$ cat src/rtl/sms_pkg.sv
`timescale 1ns/1ps
package sms_pkg;
  typedef enum logic {TX_IDLE = 1'b0, TX_RUN = 1'b1} tx_state_e;
endpackage

$ cat src/rtl/sms_sync.sv
`timescale 1ns/1ps
// Multi-stage synchronizer for a bundle of asynchronous lines.
module sms_sync #(
  parameter int STAGES = 2,
  parameter int WIDTH  = 3
) (
  input  logic             clk,
  input  logic             rst_n,
  input  logic [WIDTH-1:0] d_async,
  output logic [WIDTH-1:0] d_sync
);
  logic [WIDTH-1:0] stage_q [STAGES];

  genvar g;
  generate
    for (g = 0; g < STAGES; g++) begin : g_stage
      if (g == 0) begin : g_first
        always_ff @(posedge clk or negedge rst_n) begin
          if (!rst_n) stage_q[g] <= '0;
          else        stage_q[g] <= d_async;
        end
      end else begin : g_next
        always_ff @(posedge clk or negedge rst_n) begin
          if (!rst_n) stage_q[g] <= '0;
          else        stage_q[g] <= stage_q[g-1];
        end
      end
    end
  endgenerate

  assign d_sync = stage_q[STAGES-1];
endmodule

$ cat src/rtl/sms_i2s_rx.sv
`timescale 1ns/1ps
// I2S receiver: one-bit delayed framing, keeps the top WORD_W bits of a slot.
module sms_i2s_rx #(
  parameter int WORD_W = 16
) (
  input  logic              clk,
  input  logic              rst_n,
  input  logic              bck_s,
  input  logic              ws_s,
  input  logic              sd_s,
  output logic              pair_stb,
  output logic [WORD_W-1:0] left_word,
  output logic [WORD_W-1:0] right_word
);
  localparam int CNT_W = $clog2(WORD_W + 1);
  localparam logic [CNT_W-1:0] CNT_FULL = CNT_W'(WORD_W);
  localparam logic [CNT_W-1:0] CNT_LAST = CNT_W'(WORD_W - 1);

  logic              bck_q, bck_n;
  logic              ws_h1_q, ws_h1_n, ws_h2_q, ws_h2_n;
  logic [1:0]        hist_q, hist_n;
  logic              act_q, act_n;
  logic              ch_q, ch_n;
  logic [CNT_W-1:0]  cnt_q, cnt_n;
  logic [WORD_W-1:0] sh_q, sh_n;
  logic [WORD_W-1:0] left_q, left_n, right_q, right_n;
  logic              lok_q, lok_n;
  logic              stb_q, stb_n;

  logic rise, start, done;

  always_comb begin
    bck_n   = bck_s;
    ws_h1_n = ws_h1_q;
    ws_h2_n = ws_h2_q;
    hist_n  = hist_q;
    act_n   = act_q;
    ch_n    = ch_q;
    cnt_n   = cnt_q;
    sh_n    = sh_q;
    left_n  = left_q;
    right_n = right_q;
    lok_n   = lok_q;
    stb_n   = 1'b0;
    rise    = bck_s & ~bck_q;
    start   = 1'b0;
    done    = 1'b0;
    if (rise) begin
      ws_h1_n = ws_s;
      ws_h2_n = ws_h1_q;
      if (hist_q != 2'd2) hist_n = hist_q + 2'd1;
      start = (hist_q == 2'd2) && (ws_h1_q != ws_h2_q);
      if (start) begin
        act_n = 1'b1;
        ch_n  = ws_h1_q;
        cnt_n = CNT_W'(1);
        sh_n  = {sh_q[WORD_W-2:0], sd_s};
        if (!ws_h1_q) lok_n = 1'b0;
      end else if (act_q && (cnt_q != CNT_FULL)) begin
        cnt_n = cnt_q + CNT_W'(1);
        sh_n  = {sh_q[WORD_W-2:0], sd_s};
        done  = (cnt_q == CNT_LAST);
      end
      if (done) begin
        if (!ch_q) begin
          left_n = sh_n;
          lok_n  = 1'b1;
        end else if (lok_q) begin
          right_n = sh_n;
          stb_n   = 1'b1;
          lok_n   = 1'b0;
        end
      end
    end
  end

  always_ff @(posedge clk or negedge rst_n) begin
    if (!rst_n) begin
      bck_q   <= 1'b0;
      ws_h1_q <= 1'b0;
      ws_h2_q <= 1'b0;
      hist_q  <= 2'd0;
      act_q   <= 1'b0;
      ch_q    <= 1'b0;
      cnt_q   <= '0;
      sh_q    <= '0;
      left_q  <= '0;
      right_q <= '0;
      lok_q   <= 1'b0;
      stb_q   <= 1'b0;
    end else begin
      bck_q   <= bck_n;
      ws_h1_q <= ws_h1_n;
      ws_h2_q <= ws_h2_n;
      hist_q  <= hist_n;
      act_q   <= act_n;
      ch_q    <= ch_n;
      cnt_q   <= cnt_n;
      sh_q    <= sh_n;
      left_q  <= left_n;
      right_q <= right_n;
      lok_q   <= lok_n;
      stb_q   <= stb_n;
    end
  end

  assign pair_stb   = stb_q;
  assign left_word  = left_q;
  assign right_word = right_q;
endmodule

$ cat src/rtl/sms_tx.sv
`timescale 1ns/1ps
// Two-line transmitter: bit clock divider, parallel shifters, latch strobe.
module sms_tx
  import sms_pkg::*;
#(
  parameter int WORD_W   = 16,
  parameter int HALF_DIV = 20
) (
  input  logic              clk,
  input  logic              rst_n,
  input  logic              pair_stb,
  input  logic [WORD_W-1:0] left_in,
  input  logic [WORD_W-1:0] right_in,
  output logic              dac_bck,
  output logic              dac_dl,
  output logic              dac_dr,
  output logic              dac_le
);
  localparam int DIV_W = $clog2(HALF_DIV);
  localparam int BIT_W = $clog2(WORD_W);
  localparam logic [DIV_W-1:0]  DIV_END  = DIV_W'(HALF_DIV - 1);
  localparam logic [BIT_W-1:0]  BIT_LAST = BIT_W'(WORD_W - 1);
  localparam logic [WORD_W-1:0] MSB_FLIP = {1'b1, {(WORD_W-1){1'b0}}};

  tx_state_e         st_q, st_n;
  logic              pend_q, pend_n;
  logic [WORD_W-1:0] pl_q, pl_n, pr_q, pr_n;
  logic [WORD_W-1:0] shl_q, shl_n, shr_q, shr_n;
  logic [DIV_W-1:0]  div_q, div_n;
  logic [BIT_W-1:0]  bit_q, bit_n;
  logic              bck_q, bck_n, le_q, le_n, dl_q, dl_n, dr_q, dr_n;
  logic              tick;

  always_comb begin
    st_n   = st_q;
    pend_n = pend_q;
    pl_n   = pl_q;
    pr_n   = pr_q;
    shl_n  = shl_q;
    shr_n  = shr_q;
    div_n  = div_q;
    bit_n  = bit_q;
    bck_n  = bck_q;
    le_n   = le_q;
    dl_n   = dl_q;
    dr_n   = dr_q;
    tick   = (st_q == TX_RUN) && (div_q == DIV_END);
    if (pair_stb) begin
      pend_n = 1'b1;
      pl_n   = left_in;
      pr_n   = right_in;
    end
    case (st_q)
      TX_IDLE: begin
        if (pend_q) begin
          st_n  = TX_RUN;
          div_n = '0;
          bit_n = '0;
          shl_n = pl_q ^ MSB_FLIP;
          shr_n = pr_q ^ MSB_FLIP;
          dl_n  = ~pl_q[WORD_W-1];
          dr_n  = ~pr_q[WORD_W-1];
          if (!pair_stb) pend_n = 1'b0;
        end
      end
      default: begin
        if (tick) begin
          div_n = '0;
          if (!bck_q) begin
            bck_n = 1'b1;
          end else begin
            bck_n = 1'b0;
            if (bit_q == BIT_LAST) begin
              st_n = TX_IDLE;
              le_n = 1'b0;
            end else begin
              bit_n = bit_q + BIT_W'(1);
              shl_n = {shl_q[WORD_W-2:0], 1'b0};
              shr_n = {shr_q[WORD_W-2:0], 1'b0};
              dl_n  = shl_q[WORD_W-2];
              dr_n  = shr_q[WORD_W-2];
              if (!le_q) le_n = 1'b1;
            end
          end
        end else begin
          div_n = div_q + DIV_W'(1);
        end
      end
    endcase
  end

  always_ff @(posedge clk or negedge rst_n) begin
    if (!rst_n) begin
      st_q   <= TX_IDLE;
      pend_q <= 1'b0;
      pl_q   <= '0;
      pr_q   <= '0;
      shl_q  <= '0;
      shr_q  <= '0;
      div_q  <= '0;
      bit_q  <= '0;
      bck_q  <= 1'b0;
      le_q   <= 1'b1;
      dl_q   <= 1'b0;
      dr_q   <= 1'b0;
    end else begin
      st_q   <= st_n;
      pend_q <= pend_n;
      pl_q   <= pl_n;
      pr_q   <= pr_n;
      shl_q  <= shl_n;
      shr_q  <= shr_n;
      div_q  <= div_n;
      bit_q  <= bit_n;
      bck_q  <= bck_n;
      le_q   <= le_n;
      dl_q   <= dl_n;
      dr_q   <= dr_n;
    end
  end

  assign dac_bck = bck_q;
  assign dac_dl  = dl_q;
  assign dac_dr  = dr_q;
  assign dac_le  = le_q;
endmodule

$ cat src/rtl/sms_serializer.sv
`timescale 1ns/1ps
module sms_serializer #(
  parameter int WORD_W      = 16,
  parameter int HALF_DIV    = 20,
  parameter int SYNC_STAGES = 2
) (
  input  logic clk,
  input  logic rst_n,
  input  logic i2s_bck,
  input  logic i2s_ws,
  input  logic i2s_sd,
  output logic dac_bck,
  output logic dac_dl,
  output logic dac_dr,
  output logic dac_le
);
  logic [2:0]        line_s;
  logic              stb;
  logic [WORD_W-1:0] lw, rw;

  sms_sync #(.STAGES(SYNC_STAGES), .WIDTH(3)) u_sync (
    .clk     (clk),
    .rst_n   (rst_n),
    .d_async ({i2s_bck, i2s_ws, i2s_sd}),
    .d_sync  (line_s)
  );

  sms_i2s_rx #(.WORD_W(WORD_W)) u_rx (
    .clk        (clk),
    .rst_n      (rst_n),
    .bck_s      (line_s[2]),
    .ws_s       (line_s[1]),
    .sd_s       (line_s[0]),
    .pair_stb   (stb),
    .left_word  (lw),
    .right_word (rw)
  );

  sms_tx #(.WORD_W(WORD_W), .HALF_DIV(HALF_DIV)) u_tx (
    .clk      (clk),
    .rst_n    (rst_n),
    .pair_stb (stb),
    .left_in  (lw),
    .right_in (rw),
    .dac_bck  (dac_bck),
    .dac_dl   (dac_dl),
    .dac_dr   (dac_dr),
    .dac_le   (dac_le)
  );
endmodule

$ cat config.mk
export PLATFORM = sky130hd
export DESIGN_NAME = sms_serializer
export DESIGN_NICKNAME = d
export VERILOG_FILES = /design/src/rtl/sms_pkg.sv /design/src/rtl/sms_sync.sv /design/src/rtl/sms_i2s_rx.sv /design/src/rtl/sms_tx.sv /design/src/rtl/sms_serializer.sv
export SDC_FILE = /design/constraint.sdc
export NUM_CORES = 1
export LEC_CHECK = 0
export BUFFER_PORTS_ARGS = -buffer_cell sky130_fd_sc_hd__buf_2
export CORE_MARGIN = 2
export CORE_UTILIZATION = 35
export DETAILED_ROUTE_END_ITERATION = 8
export GPL_TIMING_DRIVEN = 0
export SLEW_MARGIN = 20
export SYNTH_ARGS = -nofsm -noshare
export SYNTH_HDL_FRONTEND = slang
export SYNTH_SLANG_ARGS = --single-unit
$ cat constraint.sdc
create_clock -name clk -period 2.2 [get_ports clk]
set_clock_uncertainty 0.05 [all_clocks]
set_input_delay 0 -clock clk [delete_from_list [all_inputs] [get_ports clk]]
set_output_delay 0 -clock clk [all_outputs]
set_load 0.03 [all_outputs]
* Word-level counts from Yosys, hierarchy flattened
Cells that the tools add are included.
** Operators by class
- Add/subtract/negate cells :: 4
- Eq/ne operators :: 10
- Mux-type cells :: 54
- Bitwise logic cells :: 5
- Reduce and logical (&&, ||, !) cells :: 13
** Operators with widths (count)
- $mux 15 :: 10
- $mux 1 :: 32
- $mux 16 :: 2
- $mux 5 :: 5
- $mux 4 :: 5
- $add 5x1->5 const B :: 2
- $ne 2x2->1 const B :: 4
- $reduce_and 2->1 :: 4
- $reduce_and 4->1 :: 2
- $reduce_and 3->1 :: 2
- $eq 5x4->1 const B :: 1
- $eq 5x5->1 const B :: 1
- $ne 5x5->1 const B :: 1
- $add 4x1->4 const B :: 1
- $eq 4x4->1 const B :: 1
- $not 1->1 :: 4
- $reduce_bool 2->1 :: 2
- $logic_and 1x1->1 :: 3
- $add 2x1->2 const B :: 1
- $eq 2x2->1 const B :: 1
- $and 1x1->1 :: 1
- $ne 1x1->1 :: 1
** Storage, ports and cells
- Bits in registers :: 145
- Input port bits :: 5
- Output and inout bits :: 4

* Logic depth before layout (Yosys ltp)
- Word-level depth :: 7
- Depth in mapped cells :: 8
- Gate-level depth less buffers :: 6

* Hierarchy
A second synthesis with hierarchy kept.
** Second synthesis, totals
- Cells, all modules :: 419
- Area, all modules :: 6108.4 um^2
** By module, submodules not included
- sms_tx :: times used 1, cells an instance 246, area each 3422.0 um^2
- sms_i2s_rx :: times used 1, cells an instance 164, area each 2513.7 um^2
- sms_sync :: times used 1, cells an instance 9, area each 172.7 um^2

* Least setup slack after synthesis
Ideal clock, no wire load.
- Kind :: flip-flop to flip-flop
- Start :: reg u_rx.cnt_q[0]
- End :: reg u_rx.right_q[10] (netlist: u_rx.right_word[10])
- Data arrival time :: 1972 ps
- Data required time :: 2025 ps
- Slack :: 53 ps
- Stages on the path, launching flop included :: 9
- Period minus slack after synthesis :: 2147 ps
- Cells stage by stage :: dfrtp_1 -> inv_1 -> ha_1 -> and4bb_1 -> a2111oi_4 -> and4_1 -> buf_6 -> buf_12 -> mux2_4
** Between the ends
- Word-level cells in the longest chain between the ends :: 6
- Elaborated cells between the ends (all ways) :: 9
** RTL lines
- from (decl) :: line sms_i2s_rx.sv:24 : logic [CNT_W-1:0] cnt_q, cnt_n;
- from (signal assigned) :: line sms_i2s_rx.sv:98 : cnt_q <= cnt_n;
- $ne 5x5->1 :: line sms_i2s_rx.sv:59 : end else if (act_q && (cnt_q != CNT_FULL)) begin
- $logic_and 1x1->1 :: line sms_i2s_rx.sv:59
- $mux 1 :: line sms_i2s_rx.sv:59
- $mux 1 :: line sms_i2s_rx.sv:53 : if (start) begin
- $mux 1 :: line sms_i2s_rx.sv:48 : if (rise) begin
- $reduce_and 4->1 (no source line)
- to (signal assigned) :: line sms_i2s_rx.sv:101 : right_q <= right_n;
- to (decl) :: line sms_i2s_rx.sv:26 : logic [WORD_W-1:0] left_q, left_n, right_q, right_n;
Parallel ways exist; a longest one is shown, timed or not. The select of a mux whose other input is x is not followed.
A chain may end at the register's enable or synchronous reset.

* Final worst setup path
- Start :: reg u_rx.cnt_q[0]
- End :: reg u_rx.left_q[8] (netlist: u_rx.left_word[8])
** Between the ends
- Word-level cells in the longest chain between the ends :: 6
- Elaborated cells between the ends (all ways) :: 9
** RTL lines
- $ne 5x5->1 :: line sms_i2s_rx.sv:59
- $logic_and 1x1->1 :: line sms_i2s_rx.sv:59
- $mux 1 :: line sms_i2s_rx.sv:59
- $mux 1 :: line sms_i2s_rx.sv:53
- $mux 1 :: line sms_i2s_rx.sv:48
- $reduce_and 3->1 (no source line)
- to (signal assigned) :: line sms_i2s_rx.sv:100 : left_q <= left_n;
- to (decl) :: line sms_i2s_rx.sv:26
Parallel ways exist; a longest one is shown, timed or not. The select of a mux whose other input is x is not followed.

==> flow_metrics.py <==
metrics = {
    "status": {
        "outcome": "complete, no violations",
    },
    "critical_path": {
        "crit_chain": "buf_4 -> ha_1 -> and3_1 -> ha_1 -> and3b_1 -> buf_6 -> buf_12 -> mux2_1",
        "required_ns": 2.45,
        "cp-end-kind": "flop",
        "cp.arrival_ns": 2.34,
        "worst_path_most_repeated_cell": "ha_1",
        "crit_fanout": 10,
        "crit_slowest_cell": "dfrtp_1",
        "criticalPathCategory": "reg -> reg",
        "r2r_slack_ns": 0.11,
        "cpPeakStageDelay_ns": 0.38,
        "worstSetupStartpointType": "flop",
    },
    "clock_network": {
        "tritoncts": "done",
        "cts_made_buffers": 17,
        "cts_num_sinks": 144,
        "clockBufferDepth": 2,
        "cts-htree-levels": 4,
        "cts-root-buf": "clkbuf_16",
        "worstSkewPairLatency_ns": 0.42,
        "clkTransAtPathRegs_ns": 0.06,
    },
    "synth": {
        "synth.cell_area_um2": 6060,
        "async_reset_ff_frac": 1.00,
        "yosysMostFrequentCell": "dfrtp_1",
        "ys_types": 49,
        "synth_top_area_share": 0.591,
        "synth_flop_cell": "dfrtp_1",
        "synth_seq_cells": 144,
        "synthCells": 411,
        "synth_area_leaders": "dfrtp_1 59%, mux2_2 22%, mux2_4 2.2%",
        "synth-edff-count": 0,
        "synth_seq_area_share": 0.595,
        "yosys.area.top_type": "dfrtp_1",
        "syn_nets": 422,
        "synth_common_cells": "143 x dfrtp_1, 119 x mux2_2, 22 x nand2_1, 13 x o21ai_0, 10 x mux2_1",
        "ys_warn_count": 0,
        "syn_area_per_cell_um2": 14.7,
    },
    "detailed_routing": {
        "dr.pass1.iters": 4,
        "top_layer_used": "met4",
        "viasPerCell": 4.78,
        "met1Wirelength_mm": 4.78,
        "met3_length_um": 285,
        "wl_met2_mm": 5.09,
        "postRouteAntennaNets": 0,
        "drcViolationCount": 0,
        "avgRoutedWirePerCell_um": 15.1,
        "first_iter_violations": 94,
        "vias": 3282,
        "routed_wl_mm": 10.4,
    },
    "timing": {
        "fmax_mhz": 478,
        "setup_viol_count_final": 0,
        "timing.final.crit_share": 0.951,
        "period_needed_ns": 2.09,
        "hold_violations": 0,
        "worst_pin_slew_ns": 0.723,
        "slew_violations": 0,
        "slew_headroom": 0.518,
        "finalSetupTns_ns": 0,
        "rsz0062_at_grt": "no",
    },
    "final_layout": {
        "final_cell_area_um2": 7150,
        "antenna_cells": 0,
        "multi_input_area_um2": 2290,
        "syn_to_final_growth_pct": 18.0,
        "nNetsFinal": 460,
        "drive_above_1_share": 0.420,
        "seq_area_um2": 3600,
        "final_util": 0.418,
        "nFillCells": 1557,
    },
    "floorplan": {
        "die_area_um2": 18400,
        "core_area_um2": 17100,
        "rows": 48,
        "start_util": 0.354,
        "die_h_um": 136,
        "die_x_um": 136,
        "ios": 9,
    },
    "placement": {
        "dpl_cell_area_um2": 6410,
        "dp_hpwl_mm": 6.61,
        "gp_congestion": 0.697,
        "port_buffers": 8,
    },
    "global_routing": {
        "grt_max_degree": 74,
        "grt_overflow": 0,
        "grt_pass1_wl_mm": 17.7,
        "grt_pass1_vias": 3559,
        "antenna_found_initial": 0,
        "globalRouteTotalUtil": 0.127,
    },
    "power": {
        "vdd_drop_max_v": 0.000544,
        "power.static_leakage_nw": 3.52,
        "powerDensity_nw_per_um2": 877,
    },
    "hold_path": {
        "hold_class": "in -> async",
    },
    "run": {
        "cap_viol_max_count": 0,
    },
}
-- placed cells by master, fill, tap and decap left out, drive strengths merged, types with 6 or more instances in the layout --
cell | synthesis | layout
nor2 | 8 | 8
clkinv | 0 | 6
ha | 6 | 6
clkbuf | 8 | 26
inv | 8 | 10
o21ai | 13 | 13
nand2 | 22 | 22
buf | 11 | 26
mux2 | 138 | 138
dfrtp | 143 | 143
-- layer usage --
metal / track usage / up-vias
met5: 0 / -
met4: 0.0648 / 0
met3: 0.0397 / 17
met2: 0.210 / 32
met1: 0.149 / 1683
li1: - / 1550
-- where the power goes --
part / internal [mW] / switching, mW
registers: 2.78 / 0.110
clock network: 1.81 / 1.11
logic: 0.212 / 0.241
total: 4.80 / 1.47
-- logic make-up after synthesis --
kind of cell	count (synthesis)	synth area share
simple gates	55	0.0490
xor+xnor	4	0.00579
fa+ha+maj	6	0.0124
flops	144	0.595
compound gates	35	0.0438
mux	140	0.265
buf+inv	27	0.0283
-- sequential cells by signal (all words and copies together) (netlist names), 2 cells and up --
signal,cells
u_rx.cnt_q,5
u_rx.hist_q,2
u_rx.left_word,16
u_rx.right_word,16
u_rx.sh_q,15
u_sync.d_sync,3
u_sync.stage_q,3
u_tx.bit_q,4
u_tx.div_q,5
u_tx.pl_q,16
u_tx.pr_q,16
u_tx.shl_q,15
u_tx.shr_q,15
-- cell type report --
type | instances | share of cell area
Buffer | 18 | 0.0212
Clock buffer | 18 | 0.0614
Clock inverter | 14 | 0.0229
Multi-Input combinational cell | 240 | 0.321
Tap cell | 225 | 0.0394
Sequential cell | 144 | 0.504
Inverter | 8 | 0.00420
Timing Repair Buffer | 20 | 0.0256
-- stage by stage --
step | power, mW | cells | hold slack (ns) | setup slack [ns]
floorplan | 3.20 | 411 | -0.346 | 0.0531
global placement | 3.33 | 644 | 0.0577 | -0.958
detailed placement | 3.36 | 645 | -0.0384 | -0.225
CTS | 6.32 | 682 | 0.107 | 0.00412
global route | 6.53 | 687 | 0.150 | 0.00299
finish | 6.27 | 687 | 0.0874 | 0.109
-- critical path: cells and delay by family, from the launching register on --
| family | cells | cell delay, ns |
|---|---|---|
| fa+ha+maj | 2 | 0.41 |
| buf+inv | 3 | 0.43 |
| mux | 1 | 0.31 |
| simple gates | 2 | 0.38 |
| flops | 1 | 0.38 |
-- final timing paths --
check                             startpoint           endpoint  cells past startpoint
setup / recovery               u_rx.cnt_q[0]  u_rx.left_word[8]                      8
hold / removal                         rst_n     u_tx.shr_q[11]                      2
setup reg to reg               u_rx.cnt_q[0]  u_rx.left_word[8]                      8
hold reg to reg            u_sync.stage_q[3]   u_sync.d_sync[0]                      0
max in group asynchronous              rst_n      u_rx.cnt_q[2]                      3
min in group clk                      i2s_ws  u_sync.stage_q[4]                      2
-- what timing repair did --
| item | 4_1_cts | 5_1_grt |
|---|---|---|
| hold endpoints to repair | 111 | 0 |
| gates resized for setup | 1 | 5 |
| pin swaps | 2 | 2 |
| hold buffers | 4 | 0 |
| buffers inserted | 2 | 5 |
| endpoints found under the setup margin | 69 | 52 |
(Power assumes the default switching activity.)
